$ cat config.mk
export PLATFORM = sky130hd
export DESIGN_NAME = card_irq_mgr
export DESIGN_NICKNAME = d
export VERILOG_FILES = /design/src/rtl/card_irq_mgr.sv
export SDC_FILE = /design/constraint.sdc
export NUM_CORES = 1
export LEC_CHECK = 0
export BUFFER_PORTS_ARGS = -buffer_cell sky130_fd_sc_hd__clkbuf_2
export CORE_AREA = 3 3 40 42
export DETAILED_ROUTE_END_ITERATION = 10
export DIE_AREA = 0 0 43 45
export SYNTH_ARGS = -nofsm -noshare
export SYNTH_HDL_FRONTEND = slang
export SYNTH_SLANG_ARGS = --single-unit
$ cat constraint.sdc
create_clock -name clk -period 2.03 [get_ports clk]
set_clock_uncertainty 0.2 [all_clocks]
set_input_delay 0.406 -clock clk [delete_from_list [all_inputs] [get_ports clk]]
set_output_delay 0.406 -clock clk [all_outputs]
set_load 0.01 [all_outputs]
$ cat src/rtl/card_irq_mgr.sv
module card_irq_mgr #(
  parameter int NUM_FAULTS  = 3,
  parameter int SYNC_STAGES = 2
) (
  input  logic                  clk,
  input  logic                  rst_n,
  input  logic                  sess_n,
  input  logic                  card_det,
  input  logic [NUM_FAULTS-1:0] fault_in,
  input  logic                  deact_done,
  output logic                  stat_n,
  output logic                  deact_start,
  output logic                  sess_active
);
  localparam int W = NUM_FAULTS + 1;

  logic [W-1:0] sync_q [SYNC_STAGES];
  logic         card_s;
  logic [NUM_FAULTS-1:0] fault_s;
  logic         in_sess_q, tripped_q, pend_q, start_q;
  logic         trip;

  always_ff @(posedge clk or negedge rst_n) begin
    if (!rst_n) begin
      for (int i = 0; i < SYNC_STAGES; i++) sync_q[i] <= '0;
    end else begin
      sync_q[0] <= {card_det, fault_in};
      for (int i = 1; i < SYNC_STAGES; i++) sync_q[i] <= sync_q[i-1];
    end
  end

  assign card_s  = sync_q[SYNC_STAGES-1][W-1];
  assign fault_s = sync_q[SYNC_STAGES-1][NUM_FAULTS-1:0];

  assign trip = in_sess_q && !sess_n && !tripped_q && (!card_s || (|fault_s));

  always_ff @(posedge clk or negedge rst_n) begin
    if (!rst_n) begin
      in_sess_q <= 1'b0;
      tripped_q <= 1'b0;
      pend_q    <= 1'b0;
      start_q   <= 1'b0;
    end else begin
      in_sess_q <= sess_n ? 1'b0 : (in_sess_q | !pend_q);
      tripped_q <= sess_n ? 1'b0 : (tripped_q | trip);
      start_q   <= trip;
      if (trip)            pend_q <= 1'b1;
      else if (deact_done) pend_q <= 1'b0;
    end
  end

  assign stat_n      = in_sess_q ? !tripped_q : card_s;
  assign deact_start = start_q;
  assign sess_active = in_sess_q;


  a_r3_no_start_outside: assert property (@(posedge clk) disable iff (!rst_n)
    deact_start |-> (sess_active && $past(!sess_n)));

  a_r5_start_with_low: assert property (@(posedge clk) disable iff (!rst_n)
    deact_start |-> !stat_n);

  a_r6_single_pulse: assert property (@(posedge clk) disable iff (!rst_n)
    deact_start |=> !deact_start);

  a_r7_latched_low: assert property (@(posedge clk) disable iff (!rst_n)
    (sess_active && !stat_n && !sess_n) |=> !stat_n);

  a_r8_open_needs_ack: assert property (@(posedge clk) disable iff (!rst_n)
    $rose(sess_active) |-> $past(!pend_q));
endmodule

Yosys cells after proc, flatten, opt, wreduce, memory -nomap -nowiden
Cells that the tools add are included.
{ "word_totals": {"elab_cells": 23, "regBits": 12} }
{ "op_classes": {"n_mux": 5, "reduce_logical": 10, "bitwise_logic": 2} }
{ "op_table": {"columns": ["cell", "n"], "rows": [
  ["$mux W1", 5],
  ["$logic_not A1 Y1", 4],
  ["$logic_and A1 B1 Y1", 3],
  ["$reduce_or A3 Y1", 1],
  ["$or A1 B1 Y1", 2],
  ["$reduce_bool A2 Y1", 1],
  ["$logic_or A1 B1 Y1", 1]
]} }

Longest topological paths before layout
Gate-level depths: netlist of run 1.
{ "logic_depth": {"depth_word": 6, "depth_mapped": 2, "depth_no_buf": 2} }

Worst setup path after synthesis of run 1
Ideal clock, no wire load.
{ "synth_path": {"path_type": "reg-to-output", "startpoint": "register in_sess_q (netlist: sess_active)", "endpoint": "output port stat_n", "path_slack_ns": 0.581, "arrival_ns": 0.843, "stages_incl_launch_ff": 3, "cell_sequence": "dfrtp_1 > inv_1 > mux2_1"} }
{ "synth_via": {"elab_chain_cells": 1} }
{ "synth_lines": {"columns": ["item", "line", "rtl"], "rows": [
  ["start: declaration", "20", "logic in_sess_q, tripped_q, pend_q, start_q;"],
  ["start signal: assignment", "44", "in_sess_q <= sess_n ? 1'b0 : (in_sess_q | !pend_q);"],
  ["$mux W1", "52", "assign stat_n = in_sess_q ? !tripped_q : card_s;"],
  ["end: declaration", "11", "output logic stat_n,"]
]} }
No other way between the ends.

Final worst setup path of run 1
Ends and elaborated chain as after synthesis.

==> results of run 1 <==
## repair_timing
item / in CTS / in global routing
hold buffers: 1 / 0
hold endpoints to repair: 12 / 0
setup buffers: 0 / 0
## cell families after synthesis
family                 count (synthesis)
muxes                                  1
and+or+nand+nor                        3
DFF                                   12
buffers and inverters                  3
AOI/OAI and AO/OA                      3
## where the power goes
part | internal, mW | switching [mW]
Sequential | 0.255 | 0.00862
Combinational | 0.0174 | 0.0190
Clock | 0.0686 | 0.0690
## critical path, cell delays in order (launching register included)
cell and delay (ns):
dfrtp_1 0.39, inv_1 0.09, mux2_1 0.32, clkbuf_2 0.13
## cells in the mapped netlist
master	n
dfrtp_1	12
inv_1	3
a21oi_1	1
mux2_1	1
nand2b_1	1
nor3_1	1
nor4b_4	1
o22ai_1	1
o32ai_1	1
## final timing paths
kind / slack (ns) / to / depth (start not counted) / from
min in group asynchronous: 0.35 / fault_s[0]$_DFF_PN0_ / 2 / rst_n
max reg2reg: 0.83 / tripped_q$_DFF_PN0_ / 2 / fault_s[1]$_DFF_PN0_
min reg2reg: 0.15 / card_s$_DFF_PN0_ / 0 / sync_q[7]$_DFF_PN0_
max: 0.22 / stat_n / 3 / sess_active$_DFF_PN0_
min: 0.04 / sync_q[5]$_DFF_PN0_ / 1 / fault_in[1]
max in group asynchronous: 1.06 / fault_s[1]$_DFF_PN0_ / 2 / rst_n
## cell type report
| class | count | area, sq um | share of cell area [%] |
|---|---|---|---|
| Clock buffer | 3 | 22.52 | 4.700 |
| Inverter | 3 | 11.26 | 2.350 |
| Multi-Input combinational cell | 7 | 66.31 | 13.84 |
| Sequential cell | 12 | 300.3 | 62.66 |
| Tap cell | 15 | 18.77 | 3.916 |
| Timing Repair Buffer | 11 | 60.06 | 12.53 |
## through the flow
stage,cell area [sq um],utilization (%),setup slack (ns)
CTS,479.2,37.29,0.2094
global route,479.2,37.29,0.1692
detailed placement,446.7,34.76,0.5163
global placement,446.7,34.76,0.5357
finish,479.2,37.29,0.2215
floorplan,377.9,-,0.5808
## metal layers
layer  global-route usage [%]  vias to the layer above  routed length, um
met5                        0                        -                  0
met2                    11.98                       15                269
met1                    8.163                      108                210
met4                    3.614                        0                  0
met3                    7.968                        0                 96
li1                         -                      104                  -
## state kept, by name, summed over array words and instances (netlist names)
name / count
sync_q: 4
pend_q: 1
deact_start: 1
card_s: 1
fault_s: 3
tripped_q: 1
sess_active: 1
==> impl_metrics.yaml, run 1 <==
outcome:
  status: "finished clean"
clock_network:
  cts_sinks: 12
  cts-buffers-inserted: 3
  post_cts_resized: 0
  cts-htree-levels: 1
  clkLatencyLatePin_ns: 0.26
  clk_pin_slew_ns: 0.07
  cts_tree: "done"
  cts_max_path_buffers: 2
  clockRootBuffer: "clkbuf_4"
drt:
  vias_per_cell: 4.451
  vias: 227
  drt_first_pass_iters: 2
  first_iter_violations: 2
  drc: 0
  ant_nets: 0
  wl_per_cell_um: 11.29
  wl_um: 576
synthesis:
  netlist.area_leader.share_pct: 79.47
  synth-seq-cells: 12
  syn_area_sq_um: 377.9
  synth_top_cell_by_area: "dfrtp_1"
  synth_xor_area_share_pct: 0
  synth-compound-area-share_pct: 5.298
  synth_top_family_by_area: "simple AND/OR/NAND/NOR gates"
  synth_nets: 30
  yosysWarningCount: 0
  ys_seq_area_share_pct: 79.47
  syn_area_per_cell_sq_um: 17.18
  synth_cells: 22
  yosys.area_share.simple_pct: 9.272
  synth_adder_area_share_pct: 0
  synth.top_cells.by_area: "dfrtp_1 (79%), nor4b_4 (6.3%), inv_1 (3.0%), mux2_1 (3.0%), o32ai_1 (2.3%)"
  synth_mux_area_share_pct: 2.980
  ys_types: 9
placed_design:
  portBuffers: 10
  hpwl_um: 440.2
  place.gp.congestion: 0.8462
  dp_cells: 47
sta:
  min_period_ns: 1.808
  maxSlewViolCount: 0
  tns_ns: 0
  hold_viol: 0
  max_slew_margin_pct: 81.02
  setup-violations-final: 0
  rsz0062_at_grt: "no"
  worst_slew_pin_slew_ns: 0.2847
  holdWs_ns: 0.04470
  max_freq_mhz: 553.0
  finalCritPeriodShare_pct: 89.09
critical_path:
  cp.required_ns: 1.42
  crit_type: "flip-flop to output pin"
  cp-end-kind: "output pin"
  arrival_ns: 1.20
  crit_path_max_fanout: 3
  start_kind: "flip-flop"
floorplanning:
  io_pins: 11
  dieHeight_um: 45
  die_x_um: 43
  die-area_sq_um: 1935
  start_util_pct: 29.41
  core_sq_um: 1285
  rows: 13
layout:
  final_common_cell: "dfrtp_1"
  antennaDiodeCount: 0
  fin_cells: 51
  nets: 46
  areaGrowthSynthToFinish_pct: 26.82
  drive_gt1_share_pct: 38.89
  final_cell_mix: "dfrtp_1 (12), clkbuf_2 (10), inv_1 (3), clkbuf_4 (3)"
  nFillCells: 134
power_and_ir_drop:
  power_mw: 0.4376
  powerDensity_nw_per_um2: 913.2
  power.leakage_nw: 0.2342
  ir_worst_vdd_mv: 0.4335
grt:
  grt_overflow: 0
  grt_pass1_vias: 244
  track_usage_pct: 8.319
  antenna_found_initial: 0
  grt_max_degree: 13
  grt_pass1_wl_um: 1069
run:
  maxCapViolCount: 0
worst_hold_path:
  min_path_type: "primary input to flip-flop"
No activity file was read; power rests on OpenSTA's default activity.
==> run 2: changes to the inputs <==
Settings changed: BUFFER_PORTS_ARGS -buffer_cell sky130_fd_sc_hd__clkbuf_2 to -buffer_cell sky130_fd_sc_hd__buf_2, PLACE_DENSITY set to 0.61.
==> impl_metrics.yaml, run 2 (synthesis gave the netlist of run 1 again) <==
layout:
  final_cell_mix: "dfrtp_1 (12), buf_2 (10), inv_1 (3), clkbuf_4 (3)"
  drive_gt1_share_pct: 38.89
  nets: 46
  antennaDiodeCount: 0
  final_common_cell: "dfrtp_1"
  areaGrowthSynthToFinish_pct: 26.82
  regMostFlops: "sync_q"
  largest_reg_flops: 4
floorplanning:
  core_sq_um: 1285
  io_pins: 11
  start_util_pct: 29.41
  dieHeight_um: 45
  rows: 13
  die-area_sq_um: 1935
  die_x_um: 43
critical_path:
  reg2reg_from: "fault_s[1]$_DFF_PN0_"
  crit_path_max_fanout: 3
  worstSetupStartpoint: "sess_active$_DFF_PN0_"
  r2r-end: "tripped_q$_DFF_PN0_"
  ff2ff_path_depth: 2
  cp-endpoint: "stat_n"
  worstPathCellList: "inv_1 > mux2_1 > buf_2"
  cp.depth: 3
  cp.required_ns: 1.42
  cpPeakStageDelay_ns: 0.40
  arrival_ns: 1.21
  start_kind: "flip-flop"
  cp-end-kind: "output pin"
  critical_path_buf_inv_count: 2
  rrSetupSlack_ns: 0.87
  slowest_stage: "dfrtp_1"
  critPathTopFamily: "flip-flops"
  crit_type: "flip-flop to output pin"
sta:
  tns_ns: 0
  min_period_ns: 1.816
  fin_ws_ns: 0.2137
  hold_viol: 0
  finalCritPeriodShare_pct: 89.47
  max_freq_mhz: 550.6
  max_slew_margin_pct: 83.07
  rsz0062_at_grt: "no"
  setup-violations-final: 0
  maxSlewViolCount: 0
  worst_slew_pin_slew_ns: 0.2539
clock_network:
  cts-htree-levels: 1
  clk_pin_slew_ns: 0.07
  cts_tree: "done"
  cts-buffers-inserted: 3
  clockRootBuffer: "clkbuf_4"
  cts_max_path_buffers: 2
  post-cts-setup-buffers: 0
  clkLatencyLatePin_ns: 0.26
  cts_sinks: 12
  post_cts_resized: 0
power_and_ir_drop:
  power_mw: 0.4367
  power.leakage_nw: 0.2329
  ir_worst_vdd_mv: 0.2966
  powerDensity_nw_per_um2: 911.3
placed_design:
  place.gp.congestion: 0.8297
  portBuffers: 10
  place_ws_ns: 0.4967
  hpwl_um: 448.1
grt:
  grt_max_degree: 13
  antenna_found_initial: 0
  grt_pass1_wl_um: 1083
  track_usage_pct: 8.390
  grt_pass1_vias: 258
  grt_overflow: 0
drt:
  drt_first_pass_iters: 1
  vias: 219
  vias_per_cell: 4.294
  wl_um: 586
  first_iter_violations: 0
  wl_per_cell_um: 11.49
  drc: 0
  ant_nets: 0
worst_hold_path:
  hold_depth: 1
  min_path_type: "primary input to flip-flop"
run:
  maxCapViolCount: 0
outcome:
  status: "finished clean"
[run 2: cell types whose count changed in the layout (fill, tap and decap cells not counted)]
cell / previous run / this run
buf_2: 0 / 10
clkbuf_2: 10 / 0
[run 2: worst reg2reg max path: stages (launching register included)]
cell,delay (ns)
dfrtp_1,0.40
nor4b_4,0.32
o22ai_1,0.13
[run 2: worst min-delay path by stage]
stage | start | to
global route | card_det | sync_q[7]$_DFF_PN0_
finish | fault_in[2] | sync_q[6]$_DFF_PN0_
CTS | fault_in[1] | sync_q[5]$_DFF_PN0_
floorplan | rst_n | card_s$_DFF_PN0_
global placement | rst_n | deact_start$_DFF_PN0_
detailed placement | rst_n | deact_start$_DFF_PN0_
[run 2: per-stage QoR]
stage	cell area (sq um)	hold WS, ns	util (%)	instances
global route	479.2	0.03436	37.29	51
CTS	479.2	0.03590	37.29	51
finish	479.2	0.04586	37.29	51
detailed placement	446.7	0.09244	34.76	47
floorplan	377.9	-0.08959	-	22
global placement	446.7	0.08321	34.76	47
[run 2: per-layer routing]
metal	GRT usage [%]	wire length, um	vias up
met5	0	0	-
met4	7.229	0	0
met3	3.984	70	0
met2	12.87	297	11
met1	8.629	219	107
li1	-	-	101
[run 2: report_power, final]
part	switching, mW	leakage, nW	internal [mW]	total [mW]
clock network	0.0686	0.0138	0.0684	0.137
logic	0.0186	0.0750	0.0175	0.0361
registers	0.00862	0.144	0.255	0.264
[run 2: cell type report]
class | instances | area (sq um)
Fill cell | 132 | 805.8
Sequential cell | 12 | 300.3
Multi-Input combinational cell | 7 | 66.31
Timing Repair Buffer | 11 | 60.06
Clock buffer | 3 | 22.52
Tap cell | 15 | 18.77
Inverter | 3 | 11.26
[run 2: what timing repair did]
action,4_1_cts,5_1_grt
hold buffers,1,0
endpoints found under the hold margin,12,0
setup endpoints to repair,0,0
==> run 3: changes to the inputs <==
Settings changed: RECOVER_POWER set to 50.
==> impl_metrics.yaml, run 3 (synthesis gave the netlist of run 1 again) <==
layout:
  largest_reg_flops: 4
  antennaDiodeCount: 0
  regMostFlops: "sync_q"
  nFillCells: 133
  nets: 46
  drive_gt1_share_pct: 36.11
  multi_input_area_sq_um: 66.31
  final_common_cell: "dfrtp_1"
  design_area_sq_um: 478.0
  utilization_pct: 37.20
  ff_latch_area_sq_um: 300.3
  areaGrowthSynthToFinish_pct: 26.49
  fin_cells: 51
  final_cell_mix: "dfrtp_1 (12), buf_2 (9), inv_1 (3), clkbuf_4 (3)"
floorplanning:
  die-area_sq_um: 1935
  rows: 13
  die_x_um: 43
  io_pins: 11
  core_sq_um: 1285
  start_util_pct: 29.41
  dieHeight_um: 45
drt:
  vias: 220
  vias_per_cell: 4.314
  wl_um: 586
  drt_first_pass_iters: 1
  ant_nets: 0
  drc: 0
  wl_per_cell_um: 11.49
  first_iter_violations: 0
critical_path:
  rrSetupSlack_ns: 0.87
  arrival_ns: 1.21
  ff2ff_path_depth: 2
  crit_type: "flip-flop to output pin"
  cp-end-kind: "output pin"
  reg2reg_from: "fault_s[1]$_DFF_PN0_"
  worstSetupStartpoint: "sess_active$_DFF_PN0_"
  crit_path_max_fanout: 3
  cp-endpoint: "stat_n"
  cp.required_ns: 1.42
  start_kind: "flip-flop"
  r2r-end: "tripped_q$_DFF_PN0_"
grt:
  grt_max_degree: 13
  antenna_found_initial: 0
  grt_pass1_wl_um: 1083
  grt_overflow: 0
  track_usage_pct: 8.390
  grt_pass1_vias: 258
power_and_ir_drop:
  seq_power_share_pct: 60.4
  p_sw_share_pct: 21.98
  powerDensity_nw_per_um2: 913.2
  pwr-share-clk_pct: 31.4
  p_int_mw: 0.3405
  power_switching_mw: 0.09596
  ir_worst_vdd_mv: 0.2966
  power.leakage_nw: 0.2301
  combPwrFrac_pct: 8.2
sta:
  finalCritPeriodShare_pct: 89.48
  maxSlewViolCount: 0
  min_period_ns: 1.816
  setup-violations-final: 0
  max_slew_margin_pct: 59.58
  worst_slew_pin_slew_ns: 0.6062
  fin_ws_ns: 0.2136
  hold_viol: 0
  rsz0062_at_grt: "no"
  tns_ns: 0
  max_freq_mhz: 550.5
clock_network:
  cts_tree: "done"
  clk_pin_slew_ns: 0.07
  post_cts_resized: 0
  cts_max_path_buffers: 2
  clockRootBuffer: "clkbuf_4"
  cts-htree-levels: 1
  cts-buffers-inserted: 3
  cts_sinks: 12
  clkLatencyLatePin_ns: 0.26
placed_design:
  dp_cells: 47
  hpwl_um: 448.1
  portBuffers: 10
  place_area_sq_um: 446.7
  place.gp.congestion: 0.8297
  place_ws_ns: 0.4967
worst_hold_path:
  hp-start: "fault_in[2]"
  min_path_type: "primary input to flip-flop"
outcome:
  status: "finished clean"
run:
  maxCapViolCount: 0
[run 3: changes by cell type in the layout (fill, tap and decap cells not counted), sizes merged]
| cell | change |
|---|---|
| clkbuf | +1 |
| buf | -1 |
[run 3: critical path: stages, from the launching register on]
cell and delay (ns):
dfrtp_1 0.40, inv_1 0.09, mux2_1 0.32, buf_2 0.14
[run 3: layout make-up]
class | count | share of cell area [%]
sequential | 12 | 62.83
multi-input combinational | 7 | 13.87
timing repair buffer | 11 | 12.30
clock buffer | 3 | 4.712
tap | 15 | 3.927
inverter | 3 | 2.356
[run 3: power groups by stage]
stage / combinational, mW / clock [mW] / sequential (mW)
2_1_floorplan: 0.0142 / 0 / 0.268
3_3_place_gp: 0.0329 / 0 / 0.267
3_5_place_dp: 0.0355 / 0 / 0.269
4_1_cts: 0.0372 / 0.144 / 0.264
5_1_grt: 0.0409 / 0.157 / 0.266
6_report: 0.0358 / 0.137 / 0.264
[run 3: metrics by stage]
stage,power [mW],hold slack [ns]
2_1_floorplan,0.2824,-0.08959
3_3_place_gp,0.2998,0.08321
3_5_place_dp,0.3041,0.09244
4_1_cts,0.4448,0.03590
5_1_grt,0.4633,0.03436
6_report,0.4365,0.04586
[run 3: routing by layer]
metal  part of all wire [%]  vias to the layer above  track usage, %
li1                       -                      101               -
met1                     35                      108           8.629
met2                     53                       11           12.87
met3                     12                        0           3.984
met4                      0                        0           7.229
met5                      0                        -               0
[run 3: timing repair]
action                    4_1_cts  5_1_grt
hold endpoints to repair       12        0
hold buffers                    1        0
setup buffers                   0        0
[run 3: how the worst min path moves through the flow]
stage               slack [ns]  cells past startpoint                    end
floorplan                -0.09                      0       card_s$_DFF_PN0_
global placement          0.08                      1  deact_start$_DFF_PN0_
detailed placement        0.09                      1  deact_start$_DFF_PN0_
CTS                       0.04                      1    sync_q[5]$_DFF_PN0_
global route              0.03                      1    sync_q[7]$_DFF_PN0_
finish                    0.05                      1    sync_q[6]$_DFF_PN0_
